$ cat src/rtl/cjmp_pkg.sv
package cjmp_pkg;
   typedef enum logic [1:0] {
      OP_JREG = 2'd0,
      OP_JIMM = 2'd1,
      OP_CALL = 2'd2,
      OP_RET  = 2'd3
   } op_kind_e;

   localparam logic [3:0] CC_ALWAYS = 4'h0;
   localparam logic [3:0] CC_NE     = 4'h1;
   localparam logic [3:0] CC_EQ     = 4'h2;
   localparam logic [3:0] CC_UGT    = 4'h3;
   localparam logic [3:0] CC_UGE    = 4'h4;
   localparam logic [3:0] CC_SGT    = 4'hC;
   localparam logic [3:0] CC_SGE    = 4'hD;

   typedef enum logic [1:0] {
      ST_RUN      = 2'd0,
      ST_POP_REQ  = 2'd1,
      ST_POP_WAIT = 2'd2
   } ctl_state_e;

   function automatic logic is_signed_cc(input logic [3:0] cc);
      return (cc == CC_SGT) || (cc == CC_SGE);
   endfunction
endpackage

$ cat src/rtl/cjmp_operand.sv
module cjmp_operand #(
   parameter int DW    = 32,
   parameter int IMM_W = 16
) (
   input  logic             use_imm,
   input  logic             sign_ext,
   input  logic [DW-1:0]    reg_val,
   input  logic [IMM_W-1:0] imm,
   output logic [DW-1:0]    opnd
);
   localparam int PAD_W = DW - IMM_W;

   logic [DW-1:0] imm_wide;

   generate
      if (PAD_W > 0) begin : g_pad
         assign imm_wide = {{PAD_W{sign_ext & imm[IMM_W-1]}}, imm};
      end else begin : g_nopad
         assign imm_wide = imm[DW-1:0];
      end
   endgenerate

   assign opnd = use_imm ? imm_wide : reg_val;
endmodule

$ cat src/rtl/cjmp_cond.sv
module cjmp_cond #(
   parameter int DW        = 32,
   parameter bit SIGNED_EN = 1'b1
) (
   input  logic [3:0]    cc,
   input  logic [DW-1:0] a,
   input  logic [DW-1:0] b,
   output logic          pass,
   output logic          bad_cc
);
   import cjmp_pkg::*;

   logic eq, ugt, sgt, sgn_ok;

   assign eq  = (a == b);
   assign ugt = (a > b);

   generate
      if (SIGNED_EN) begin : g_sgn
         assign sgt    = ($signed(a) > $signed(b));
         assign sgn_ok = 1'b1;
      end else begin : g_nosgn
         assign sgt    = 1'b0;
         assign sgn_ok = 1'b0;
      end
   endgenerate

   always_comb begin
      pass   = 1'b0;
      bad_cc = 1'b0;
      case (cc)
         CC_ALWAYS: pass = 1'b1;
         CC_NE:     pass = !eq;
         CC_EQ:     pass = eq;
         CC_UGT:    pass = ugt;
         CC_UGE:    pass = ugt | eq;
         CC_SGT: begin
            pass   = sgn_ok & sgt;
            bad_cc = !sgn_ok;
         end
         CC_SGE: begin
            pass   = sgn_ok & (sgt | eq);
            bad_cc = !sgn_ok;
         end
         default:   bad_cc = 1'b1;
      endcase
   end
endmodule

$ cat src/rtl/cjmp_stack.sv
module cjmp_stack #(
   parameter int DW   = 32,
   parameter int STEP = 1
) (
   input  logic [DW-1:0] sp,
   output logic [DW-1:0] sp_up,
   output logic [DW-1:0] sp_down
);
   localparam logic [DW-1:0] STEP_V = DW'(STEP);

   assign sp_up   = sp + STEP_V;
   assign sp_down = sp - STEP_V;
endmodule

$ cat src/rtl/cjmp_unit.sv
module cjmp_unit #(
   parameter int DW          = 32,
   parameter int IW          = 32,
   parameter int IMM_W       = 16,
   parameter int IDX_W       = 4,
   parameter int STEP        = 1,
   parameter int VEC_W       = 5,
   parameter int BAD_OP_VEC  = 3,
   parameter bit SIGNED_EN   = 1'b1
) (
   input  logic             clk,
   input  logic             rst_n,
   input  logic             in_valid,
   output logic             in_ready,
   input  logic [1:0]       in_kind,
   input  logic [IW-1:0]    instr,
   output logic [IDX_W-1:0] src_a_idx,
   output logic [IDX_W-1:0] src_b_idx,
   input  logic [DW-1:0]    rs1_val,
   input  logic [DW-1:0]    rs2_val,
   input  logic [DW-1:0]    ip_cur,
   input  logic [DW-1:0]    jmp_reg,
   input  logic [DW-1:0]    sp_cur,
   input  logic [DW-1:0]    stack_rdata,
   output logic             ip_load,
   output logic [DW-1:0]    ip_next,
   output logic             taken,
   output logic             sp_load,
   output logic [DW-1:0]    sp_next,
   output logic             push_en,
   output logic [DW-1:0]    push_addr,
   output logic [DW-1:0]    push_data,
   output logic             pop_en,
   output logic [DW-1:0]    pop_addr,
   output logic             exc_valid,
   output logic [VEC_W-1:0] exc_vec
);
   import cjmp_pkg::*;

   localparam int B_LSB   = IMM_W - IDX_W;
   localparam int A_LSB   = IMM_W;
   localparam int CC_LSB  = A_LSB + IDX_W;
   localparam int CC_MSB  = CC_LSB + 3;
   localparam logic [DW-1:0]    STEP_V = DW'(STEP);
   localparam logic [VEC_W-1:0] VEC_V  = VEC_W'(BAD_OP_VEC);

   generate
      if (IMM_W > DW) begin : g_bad_imm
         $error("immediate wider than data path");
      end
      if (CC_MSB >= IW) begin : g_bad_fields
         $error("instruction fields exceed instruction width");
      end
      if (BAD_OP_VEC >= (1 << VEC_W)) begin : g_bad_vec
         $error("exception vector does not fit");
      end
   endgenerate

   // field decode
   logic [3:0]       cc;
   logic [IMM_W-1:0] imm;
   logic             unused_hi;

   assign cc        = instr[CC_MSB:CC_LSB];
   assign src_a_idx = instr[A_LSB +: IDX_W];
   assign src_b_idx = instr[B_LSB +: IDX_W];
   assign imm       = instr[IMM_W-1:0];
   assign unused_hi = ^instr[IW-1:CC_MSB+1];

   op_kind_e kind;
   assign kind = op_kind_e'(in_kind);

   logic [DW-1:0] opnd_b;
   logic          cc_pass, cc_bad;
   logic [DW-1:0] sp_up, sp_down;

   cjmp_operand #(.DW(DW), .IMM_W(IMM_W)) u_opnd (
      .use_imm (kind == OP_JIMM),
      .sign_ext(is_signed_cc(cc)),
      .reg_val (rs2_val),
      .imm     (imm),
      .opnd    (opnd_b)
   );

   cjmp_cond #(.DW(DW), .SIGNED_EN(SIGNED_EN)) u_cond (
      .cc    (cc),
      .a     (rs1_val),
      .b     (opnd_b),
      .pass  (cc_pass),
      .bad_cc(cc_bad)
   );

   cjmp_stack #(.DW(DW), .STEP(STEP)) u_stack (
      .sp     (sp_cur),
      .sp_up  (sp_up),
      .sp_down(sp_down)
   );

   ctl_state_e    state;
   logic [DW-1:0] ret_sp_dn;
   logic          accept;

   assign in_ready = (state == ST_RUN);
   assign accept   = in_valid && in_ready;

   always_ff @(posedge clk) begin
      if (!rst_n) begin
         state     <= ST_RUN;
         ret_sp_dn <= '0;
         ip_load   <= 1'b0;
         ip_next   <= '0;
         taken     <= 1'b0;
         sp_load   <= 1'b0;
         sp_next   <= '0;
         push_en   <= 1'b0;
         push_addr <= '0;
         push_data <= '0;
         pop_en    <= 1'b0;
         pop_addr  <= '0;
         exc_valid <= 1'b0;
         exc_vec   <= '0;
      end else begin
         ip_load   <= 1'b0;
         taken     <= 1'b0;
         sp_load   <= 1'b0;
         push_en   <= 1'b0;
         pop_en    <= 1'b0;
         exc_valid <= 1'b0;
         case (state)
            ST_RUN: begin
               if (accept) begin
                  case (kind)
                     OP_JREG, OP_JIMM: begin
                        if (cc_bad) begin
                           exc_valid <= 1'b1;
                           exc_vec   <= VEC_V;
                        end else begin
                           ip_load <= 1'b1;
                           taken   <= cc_pass;
                           ip_next <= cc_pass ? jmp_reg : ip_cur + STEP_V;
                        end
                     end
                     OP_CALL: begin
                        push_en   <= 1'b1;
                        push_addr <= sp_up;
                        push_data <= ip_cur;
                        sp_load   <= 1'b1;
                        sp_next   <= sp_up;
                        ip_load   <= 1'b1;
                        ip_next   <= jmp_reg;
                     end
                     default: begin
                        pop_en    <= 1'b1;
                        pop_addr  <= sp_cur;
                        ret_sp_dn <= sp_down;
                        state     <= ST_POP_REQ;
                     end
                  endcase
               end
            end
            ST_POP_REQ: state <= ST_POP_WAIT;
            default: begin
               ip_load <= 1'b1;
               ip_next <= stack_rdata;
               sp_load <= 1'b1;
               sp_next <= ret_sp_dn;
               state   <= ST_RUN;
            end
         endcase
      end
   end


   taken_target_chk: assert property (@(posedge clk) disable iff (!rst_n)
      taken |-> ip_load && ip_next == $past(jmp_reg));


   bad_cc_quiet_chk: assert property (@(posedge clk) disable iff (!rst_n)
      exc_valid |-> !ip_load && !push_en && !pop_en && !sp_load && exc_vec == VEC_V);


   push_sp_match_chk: assert property (@(posedge clk) disable iff (!rst_n)
      push_en |-> sp_load && sp_next == push_addr && push_addr == $past(sp_cur) + STEP_V);


   pop_stall_chk: assert property (@(posedge clk) disable iff (!rst_n)
      pop_en |-> !in_ready ##1 !in_ready && !ip_load);


   pop_result_chk: assert property (@(posedge clk) disable iff (!rst_n)
      $past(pop_en, 2) |-> ip_load && sp_load && ip_next == $past(stack_rdata)
                           && sp_next == $past(pop_addr, 2) - STEP_V);


   idle_quiet_chk: assert property (@(posedge clk) disable iff (!rst_n)
      (in_ready && !in_valid) |=> !exc_valid && !push_en && !pop_en);
endmodule

$ cat config.mk
export PLATFORM = sky130hd
export DESIGN_NAME = cjmp_unit
export DESIGN_NICKNAME = d
export VERILOG_FILES = /design/src/rtl/cjmp_pkg.sv /design/src/rtl/cjmp_operand.sv /design/src/rtl/cjmp_cond.sv /design/src/rtl/cjmp_stack.sv /design/src/rtl/cjmp_unit.sv
export SDC_FILE = /design/constraint.sdc
export NUM_CORES = 1
export LEC_CHECK = 0
export BUFFER_PORTS_ARGS = -buffer_cell sky130_fd_sc_hd__clkbuf_2
export CAP_MARGIN = 5
export CELL_PAD_IN_SITES_DETAIL_PLACEMENT = 0
export CELL_PAD_IN_SITES_GLOBAL_PLACEMENT = 1
export CORE_ASPECT_RATIO = 1.75
export CORE_MARGIN = 2
export CORE_UTILIZATION = 38
export DETAILED_ROUTE_END_ITERATION = 12
export PLACE_DENSITY_LB_ADDON = 0.2
export SETUP_SLACK_MARGIN = 0.02
export SLEW_MARGIN = 25
export SYNTH_ARGS = -nofsm -noshare
export SYNTH_HDL_FRONTEND = slang
export SYNTH_SLANG_ARGS = --single-unit
$ cat constraint.sdc
create_clock -name clk -period 12.9 [get_ports clk]
set_input_delay 2.58 -clock clk [delete_from_list [all_inputs] [get_ports clk]]
set_output_delay 2.58 -clock clk [all_outputs]
set_load 0.005 [all_outputs]
# Yosys cells after proc, flatten, opt, wreduce, memory -nomap -nowiden
# Index checks and enable logic that the tools add are counted.
dict set report word_totals {
  register_bits 201
  inputBits 229
}
dict set report classes {
  reduce_logical 19
  add_sub_neg 3
  magnitude_cmp 2
  mux 22
  bitwise_logic 6
  n_eq_ne 15
}
# operator count
set ops {}
lappend ops {{$mux 32} 6}
lappend ops {{$pmux 32 s2} 3}
lappend ops {{$add 32x1->32 const B} 2}
lappend ops {{$gt 32x32->1} 2}
lappend ops {{$eq 32x32->1} 1}
lappend ops {{$sub 32x1->32 const B} 1}
lappend ops {{$reduce_and 3->1} 4}
lappend ops {{$reduce_and 4->1} 3}
lappend ops {{$eq 4x2->1 const B} 2}
lappend ops {{$eq 4x4->1 const B} 2}
lappend ops {{$pmux 1 s7} 1}
lappend ops {{$reduce_or 7->1} 1}
lappend ops {{$mux 1} 6}
lappend ops {{$pmux 1 s2} 3}
lappend ops {{$reduce_and 5->1} 1}
lappend ops {{$eq 2x1->1 const B} 2}
lappend ops {{$eq 4x1->1 const B} 1}
lappend ops {{$eq 4x3->1 const B} 1}
lappend ops {{$logic_not 2->1} 2}
lappend ops {{$logic_not 4->1} 1}
lappend ops {{$mux 2} 2}
lappend ops {{$ne 2x1->1 const B} 2}
lappend ops {{$pmux 2 s2} 1}
lappend ops {{$reduce_and 2->1} 2}
lappend ops {{other kinds (12)} 15}

# Logic depth before layout (Yosys ltp)
# Gate-level depths: netlist of run 1.
dict set report depth {
  depth_word 12
  depth_mapped 15
}

# Cells and area by module
# Synthesis of run 1 repeated with hierarchy kept, for this count alone.
dict set report unflattened {
  hier_cells 1456
  area_unflattened_um2 11031.8
}
# module n_inst cells_per_inst area_each_um2
set modules_own_cells {}
lappend modules_own_cells {cjmp_unit 1 1082 8461.9}
lappend modules_own_cells {cjmp_stack 1 188 1213.7}
lappend modules_own_cells {cjmp_cond 1 132 927.1}
lappend modules_own_cells {cjmp_operand 1 54 429.2}

# Worst setup path after synthesis of run 1
# OpenSTA, ideal clock, no wires.
dict set report synth_path {
  path_type {input-to-reg}
  from {in in_kind[0]}
  to {reg ip_next[0]}
  setup_time_ps 134
  arrival_ps 5767
  cell_stages 14
  setup_slack_ps 7000
  n_path_buf 3
  required_time_ps 12766
  cell_sequence {nor2b_1 -> clkbuf_1 -> buf_1 -> mux2i_1 -> ha_1 -> a21oi_1 -> o21ai_0 -> a221o_1 -> o31a_1 -> a2111oi_0 -> o21ai_1 -> buf_2 -> mux2i_1 -> o22ai_1}
}
dict set report synth_between {
  elab_chain_cells 10
  elab_cells_between_ends 20
  cone_classes {order compare (2); eq/ne (5); mux (7); bitwise (2); reduce/logical (4)}
}
# element line_no
set synth_lines {}
lappend synth_lines {{start: declaration} cjmp_unit.sv:15} ;# input logic [1:0] in_kind,
lappend synth_lines {{$eq 2x1->1} {cjmp_unit.sv:78, cjmp_unit.sv:132}}
lappend synth_lines {{$mux 32} cjmp_operand.sv:23} ;# assign opnd = use_imm ? imm_wide : reg_val;
lappend synth_lines {{$gt 32x32->1 (tied with other cells)} cjmp_cond.sv:20} ;# assign sgt = ($signed(a) > $signed(b));
lappend synth_lines {{$or 1x1->1 (tied with other cells)} cjmp_cond.sv:42} ;# pass = sgn_ok & (sgt | eq);
lappend synth_lines {{$pmux 1 s7} cjmp_cond.sv:31} ;# case (cc)
lappend synth_lines {{$mux 32} cjmp_unit.sv:140} ;# ip_next <= cc_pass ? jmp_reg : ip_cur + STEP_V;
lappend synth_lines {{$mux 32} cjmp_unit.sv:134} ;# if (cc_bad) begin
lappend synth_lines {{$pmux 32 s2} cjmp_unit.sv:132} ;# case (kind)
lappend synth_lines {{$mux 32} cjmp_unit.sv:131} ;# if (accept) begin
lappend synth_lines {{$pmux 32 s2} cjmp_unit.sv:129} ;# case (state)
lappend synth_lines {{end signal: assignment} cjmp_unit.sv:140}
lappend synth_lines {{end signal: assignment} cjmp_unit.sv:150} ;# ip_next <= jmp_reg;
lappend synth_lines {{end signal: assignment} cjmp_unit.sv:164} ;# ip_next <= stack_rdata;
lappend synth_lines {{end: declaration} cjmp_unit.sv:26} ;# output logic [DW-1:0] ip_next,
# Several ways; a longest one is shown, not always the timed one. The select of a mux whose other input is x is not followed.
# A chain may end at the register's enable or synchronous reset.

# Worst setup path after layout of run 1
dict set report layout_path {
  from {in in_kind[0]}
  to {reg ip_next[18]}
}
# Same word-level chain as after synthesis.

==> flow_metrics.env, run 1 <==
export IMPL_final_setup_skew_ns=0.0112
export IMPL_yosys_top_cells_count="dfxtp_1, nand2_1, nor2_1"
export IMPL_ys_types=54
export IMPL_core_area_mm2=0.0267
export IMPL_rr_endpoint="sp_next[29]"
export IMPL_pwr_density_cell_mw_per_mm2=117
export IMPL_fillers=2733
export IMPL_worstMarginPinSlew_ns=0.981
export IMPL_synth_seq_cells=201
export IMPL_wl_per_cell_um=18.3
export IMPL_syn_area_mm2=0.0103
export IMPL_grt_pass1_wl_mm=54.2
export IMPL_hold_path_class="flop to flop"
export IMPL_wl_mm=35.4
export IMPL_grt_pass1_vias=9801
export IMPL_grt_max_degree=94
export IMPL_holdBufCountCts=0
export IMPL_irDropWorstVdd_mv=0.0813
export IMPL_cts_inserted_buffers=21
export IMPL_ctsResizeCount=0
export IMPL_synth_top_cell_area_share=0.389
export IMPL_vias_per_cell=5.25
export IMPL_timing_hold_violations_final=0
export IMPL_fp_dieH_um=222
export IMPL_outcome="finished, final reports clean"
export IMPL_cp_slowest_stage_delay_ns=0.49
export IMPL_worstPathArrival_ns=6.15
export IMPL_io_buffers=389
export IMPL_critPathSlowestCell="nor4_1"
export IMPL_p_leak_nw=5.58
export IMPL_fin_crit_sh=0.449
export IMPL_relSlewSlack=0.346
export IMPL_drc=0
export IMPL_dieArea_mm2=0.0286
export IMPL_clk_pin_slew_ns=0.06
export IMPL_start_util=0.388
export IMPL_stdcell_count=1934
export IMPL_timing_final_crit_period_ns=5.79
export IMPL_num_rows=79
export IMPL_finalSetupTns_ns=0
export IMPL_setup_violations=0
export IMPL_htreeDepth=1
export IMPL_num_nets_final=1863
export IMPL_synth_ff_type="dfxtp_1"
export IMPL_cp_max_fo=33
export IMPL_crit_buf_inv=4
export IMPL_dr_pass1_iters=5
export IMPL_start_kind="input port"
export IMPL_clock_path_buffers=3
export IMPL_dpl_hpwl_mm=26.3
export IMPL_holdPathStages=2
export IMPL_finalWeightedCongestion=0.880
export IMPL_postCtsSetupBuffers=0
export IMPL_final_area_mm2=0.0130
export IMPL_holdCritStartpoint="state[0]"
export IMPL_track_usage=0.238
export IMPL_critical_path_class="input port to flop"
export IMPL_reg2reg_slack_ns=10.24
export IMPL_max_freq_ghz=0.173
export IMPL_avgSynthCellArea_um2=8.05
export IMPL_synth_edf_count=0
export IMPL_max_cap_viol_count=0
export IMPL_die_x_um=129
export IMPL_grt_overflow=0
export IMPL_grt_setup_unrepaired="false"
export IMPL_cts_tree="done"
export IMPL_synth_area_leaders="dfxtp_1, nand2_1, nor2_1"
export IMPL_drive_gt1_frac=0.288
export IMPL_num_io_pins=409
export IMPL_first_iter_violations=409
export IMPL_clock_latency_ns=0.51
export IMPL_crit_path_end_kind="flop"
export IMPL_cts_sinks=201
export IMPL_vias=10200
export IMPL_synth_cells=1286
export IMPL_antenna_left=0
export IMPL_ys_seq_area_frac=0.389
export IMPL_synth_area_leader_cell="dfxtp_1"
export IMPL_n_antenna_cell=0
export IMPL_ys_warn_count=0
export IMPL_antenna_found_initial=0
export IMPL_worstReg2RegStart="state[1]"
export IMPL_area_delta_synth_final_pct=26.0
export IMPL_slew_violations=0
export IMPL_cp_top_family="simple AND/OR/NAND/NOR gates"
export IMPL_crit_top_cell="buf_4"
export IMPL_yosysMostFrequentCell="dfxtp_1"
export IMPL_synthArstFlopShare=0
export IMPL_rr_worst_depth=6
export IMPL_hold_path_end="state[1]"
export IMPL_clockRootBuffer="clkbuf_16"
export IMPL_place_area_mm2=0.0123
export IMPL_dp_cells=1899
export IMPL_crit_chain="clkbuf_2 > nor2b_2 > buf_4 > o21ai_0 > buf_4 > o21ai_0 > ha_1 > nand4_1 > nor4_1 > nand3_1 > mux2i_1 > nor2_1 > o21ai_4 > buf_4 > mux2i_1 > o22ai_1"
export IMPL_critPathRequiredTime_ns=13.25
[per-stage QoR]
step                      setup slack (ns)  total power [mW]  utilization  hold WS [ns]
after CTS                             6.91              1.55        0.488         0.448
after global routing                  6.86              1.60        0.489         0.473
after floorplan                       7.00             0.830            -         0.418
final                                 7.11              1.53        0.489         0.448
after global placement                6.42             0.937        0.462         0.434
after detailed placement              6.37             0.941        0.463         0.440
[worst register-to-register path, delay by kind of cell, from the launching register on]
family          cells  cell delay, ns
simple gates        2            1.10
flops               1            0.31
compound gates      2            0.32
buf+inv             2            0.83
[cell usage in the layout, fill, tap and decap left out, drive strengths merged, types with 35 or more instances in the layout]
cell,netlist,routed
a211oi,64,64
a21oi,106,106
clkbuf,84,418
dfxtp,201,201
ha,35,35
mux2i,48,48
nand2,176,176
nand3,44,44
nor2,164,164
o21ai,42,42
xnor2,66,66
[area by class of cell]
cell class / instances / area, um^2 / share of cell area
well taps: 324 / 405 / 0.0311
flip-flops and latches: 201 / 4020 / 0.309
clock buffers: 29 / 616 / 0.0472
inverters: 13 / 53.8 / 0.00413
clock inverters: 5 / 53.8 / 0.00413
repair buffers: 404 / 2080 / 0.159
multi-input cells: 958 / 5810 / 0.446
[layer usage]
layer / vias to the layer above / wire [um] / global-route usage
li1: 5103 / - / -
met1: 4684 / 13600 / 0.265
met2: 312 / 18400 / 0.444
met3: 57 / 2270 / 0.0450
met4: 0 / 1120 / 0.0813
met5: - / 0 / 0
[kinds of logic after synthesis]
kind of cell,after synthesis,share of synthesized area
AO/OA/AOI/OAI,302,0.182
XOR/XNOR,88,0.0745
adder cells (fa/ha/maj),35,0.0423
buffers and inverters,129,0.0559
flip-flops,201,0.389
multiplexers,49,0.0475
other,1,0.000362
AND/OR/NAND/NOR,481,0.209
[flip-flops by register name (all words and copies together), names as in the netlist]
signal / cells
exc_valid: 1
exc_vec: 1
ip_load: 1
ip_next: 32
pop_addr: 32
pop_en: 1
push_addr: 32
push_data: 32
push_en: 1
ret_sp_dn: 32
sp_load: 1
sp_next: 32
state: 2
taken: 1
[power breakdown]
| group | total [mW] | internal (mW) | switching [mW] | leakage (nW) |
|---|---|---|---|---|
| Sequential | 0.670 | 0.654 | 0.0168 | 1.64 |
| Clock | 0.600 | 0.351 | 0.249 | 0.334 |
| Combinational | 0.256 | 0.109 | 0.148 | 3.60 |
| Total | 1.53 | 1.11 | 0.414 | 5.58 |
[how the worst max path moves through the flow]
stage	start	cells past startpoint	slack [ns]	endpoint
finish	in_kind[0]	16	7.11	ip_next[18]
global route	in_kind[0]	16	6.86	ip_next[18]
CTS	in_kind[1]	14	6.91	ip_next[18]
detailed placement	in_kind[1]	14	6.37	ip_next[18]
global placement	in_kind[1]	14	6.42	ip_next[18]
floorplan	in_kind[0]	14	7.00	ip_next[0]
Power figures use the tool's default switching activity.
==> run 2, diff against run 1 <==
--- a/config.mk
+++ b/config.mk
@@ -11,7 +11,7 @@
 export CELL_PAD_IN_SITES_GLOBAL_PLACEMENT = 1
 export CORE_ASPECT_RATIO = 1.75
 export CORE_MARGIN = 2
-export CORE_UTILIZATION = 38
+export CORE_UTILIZATION = 31
 export DETAILED_ROUTE_END_ITERATION = 12
 export PLACE_DENSITY_LB_ADDON = 0.2
 export SETUP_SLACK_MARGIN = 0.02
==> constraint.sdc (replaced) <==
create_clock -name clk -period 4.75 [get_ports clk]
set_input_delay 0.95 -clock clk [delete_from_list [all_inputs] [get_ports clk]]
set_output_delay 0.95 -clock clk [all_outputs]
set_load 0.005 [all_outputs]
==> run 2 against run 1 <==
Combinational power grew to 2.7 times the previous value. Utilization down 8.9 points. Count of clock-buffer cells in the layout rose by 5. Critical path depth down 1. Critical path type unchanged. Worst hold slack got worse by 0.0079 ns. Register-to-register slack lost 8.2 ns.
==> flow_metrics.env, run 2 (synthesis results as in run 1) <==
export IMPL_max_cap_viol_count=0
export IMPL_postCtsSetupBuffers=0
export IMPL_hold_path_class="flop to flop"
export IMPL_drive_gt1_frac=0.287
export IMPL_timing_hold_violations_final=0
export IMPL_ctsResizeCount=0
export IMPL_dpl_hpwl_mm=27.6
export IMPL_power_mw=4.17
export IMPL_drc=0
export IMPL_first_iter_violations=421
export IMPL_timing_final_crit_period_ns=3.76
export IMPL_critical_path_class="input port to flop"
export IMPL_finalSetupTns_ns=0
export IMPL_fp_dieH_um=246
export IMPL_dr_pass1_iters=5
export IMPL_clock_path_buffers=3
export IMPL_reg2reg_slack_ns=2.00
export IMPL_wl_per_cell_um=18.1
export IMPL_antenna_left=0
export IMPL_outcome="finished, final reports clean"
export IMPL_grt_pass1_wl_mm=56.2
export IMPL_grt_overflow=0
export IMPL_layout_commonest_cell="clkbuf_2"
export IMPL_num_nets_final=1866
export IMPL_crit_path_end_kind="flop"
export IMPL_grt_pass1_vias=9871
export IMPL_area_delta_synth_final_pct=27.3
export IMPL_antenna_found_initial=0
export IMPL_start_kind="input port"
export IMPL_wl_mm=36.6
export IMPL_dieArea_mm2=0.0349
export IMPL_clk_pin_slew_ns=0.06
export IMPL_slew_violations=0
export IMPL_fin_crit_sh=0.791
export IMPL_pre_cts_slack_ns=0.418
export IMPL_clockRootBuffer="clkbuf_16"
export IMPL_critPathRequiredTime_ns=5.12
export IMPL_crit_chain="clkbuf_2 > nand2b_1 > o21ai_0 > buf_4 > o21ai_0 > ha_1 > nand4_1 > nor4_1 > nand3_1 > mux2i_1 > nor2_1 > o21ai_4 > buf_4 > mux2i_1 > o22ai_1"
export IMPL_start_util=0.314
export IMPL_n_antenna_cell=0
export IMPL_grt_max_degree=96
export IMPL_cp_max_fo=32
export IMPL_worstPathArrival_ns=4.13
export IMPL_num_rows=88
export IMPL_vias=10100
export IMPL_clock_latency_ns=0.52
export IMPL_track_usage=0.204
export IMPL_setup_ws_ns=0.991
export IMPL_num_io_pins=409
export IMPL_cts_inserted_buffers=22
export IMPL_cp_slowest_stage_delay_ns=0.47
export IMPL_htreeDepth=1
export IMPL_max_freq_ghz=0.266
export IMPL_pwr_density_cell_mw_per_mm2=317
export IMPL_irDropWorstVdd_mv=0.254
export IMPL_grt_setup_unrepaired="false"
export IMPL_vias_per_cell=4.98
export IMPL_holdBufCountCts=0
export IMPL_layout_common_cells="clkbuf_2, dfxtp_1, nand2_1"
export IMPL_io_buffers=389
export IMPL_core_area_mm2=0.0329
export IMPL_p_leak_nw=5.58
export IMPL_setup_violations=0
export IMPL_critPathSlowestCell="buf_4"
export IMPL_relSlewSlack=0.339
export IMPL_cts_tree="done"
export IMPL_holdWs_ns=0.440
export IMPL_die_x_um=142
export IMPL_worstMarginPinSlew_ns=0.991
export IMPL_finalWeightedCongestion=0.841
export IMPL_cts_sinks=201
export IMPL_final_setup_skew_ns=0.0111
export IMPL_post_route_util=0.400
## run 2: changes by cell type in the layout (fill, tap and decap cells not counted), sizes merged
cell	previous run	this run
buf	15	17
bufinv	1	0
clkinv	4	3
inv	13	14
clkinvlp	0	1
clkbuf	418	423
## run 2: layer usage
metal / up-vias / track usage / wire length, um
li1: 5117 / - / -
met4: 0 / 0.0776 / 1400
met3: 64 / 0.0343 / 2180
met2: 291 / 0.386 / 19100
met5: - / 0 / 0
met1: 4594 / 0.222 / 13900
## run 2: stage by stage
stage	cell area, um^2	instances
after floorplan	10400	1288
after global placement	12500	1983
after detailed placement	12500	1983
after CTS	13200	2022
after global routing	13200	2022
final	13200	2022
## run 2: critical path, delay by kind of cell
| family | cells | cell delay, ns |
|---|---|---|
| fa+ha+maj | 1 | 0.36 |
| compound gates | 4 | 0.44 |
| buf+inv | 3 | 0.80 |
| mux | 2 | 0.49 |
| simple gates | 5 | 1.04 |
## run 2: layout make-up
| class | instances | area, um^2 |
|---|---|---|
| Inverter | 13 | 53.8 |
| Multi-Input combinational cell | 958 | 5810 |
| Clock buffer | 34 | 647 |
| Sequential cell | 201 | 4020 |
| Tap cell | 405 | 507 |
| Clock inverter | 5 | 31.3 |
| Timing Repair Buffer | 406 | 2100 |
| Fill cell | 3486 | 19700 |
## run 2: final timing paths
check,startpoint,endpoint,depth (start not counted)
setup / recovery,instr[21],ip_next[21],15
hold / removal,state[0],state[1],2
setup reg to reg,state[1],sp_next[29],6
hold reg to reg,state[0],state[1],2
## run 2: where the power goes
part | total, mW | switching [mW] | leakage [nW] | internal (mW)
Sequential | 1.82 | 0.0466 | 1.64 | 1.78
Combinational | 0.699 | 0.402 | 3.61 | 0.296
Clock | 1.65 | 0.717 | 0.331 | 0.938
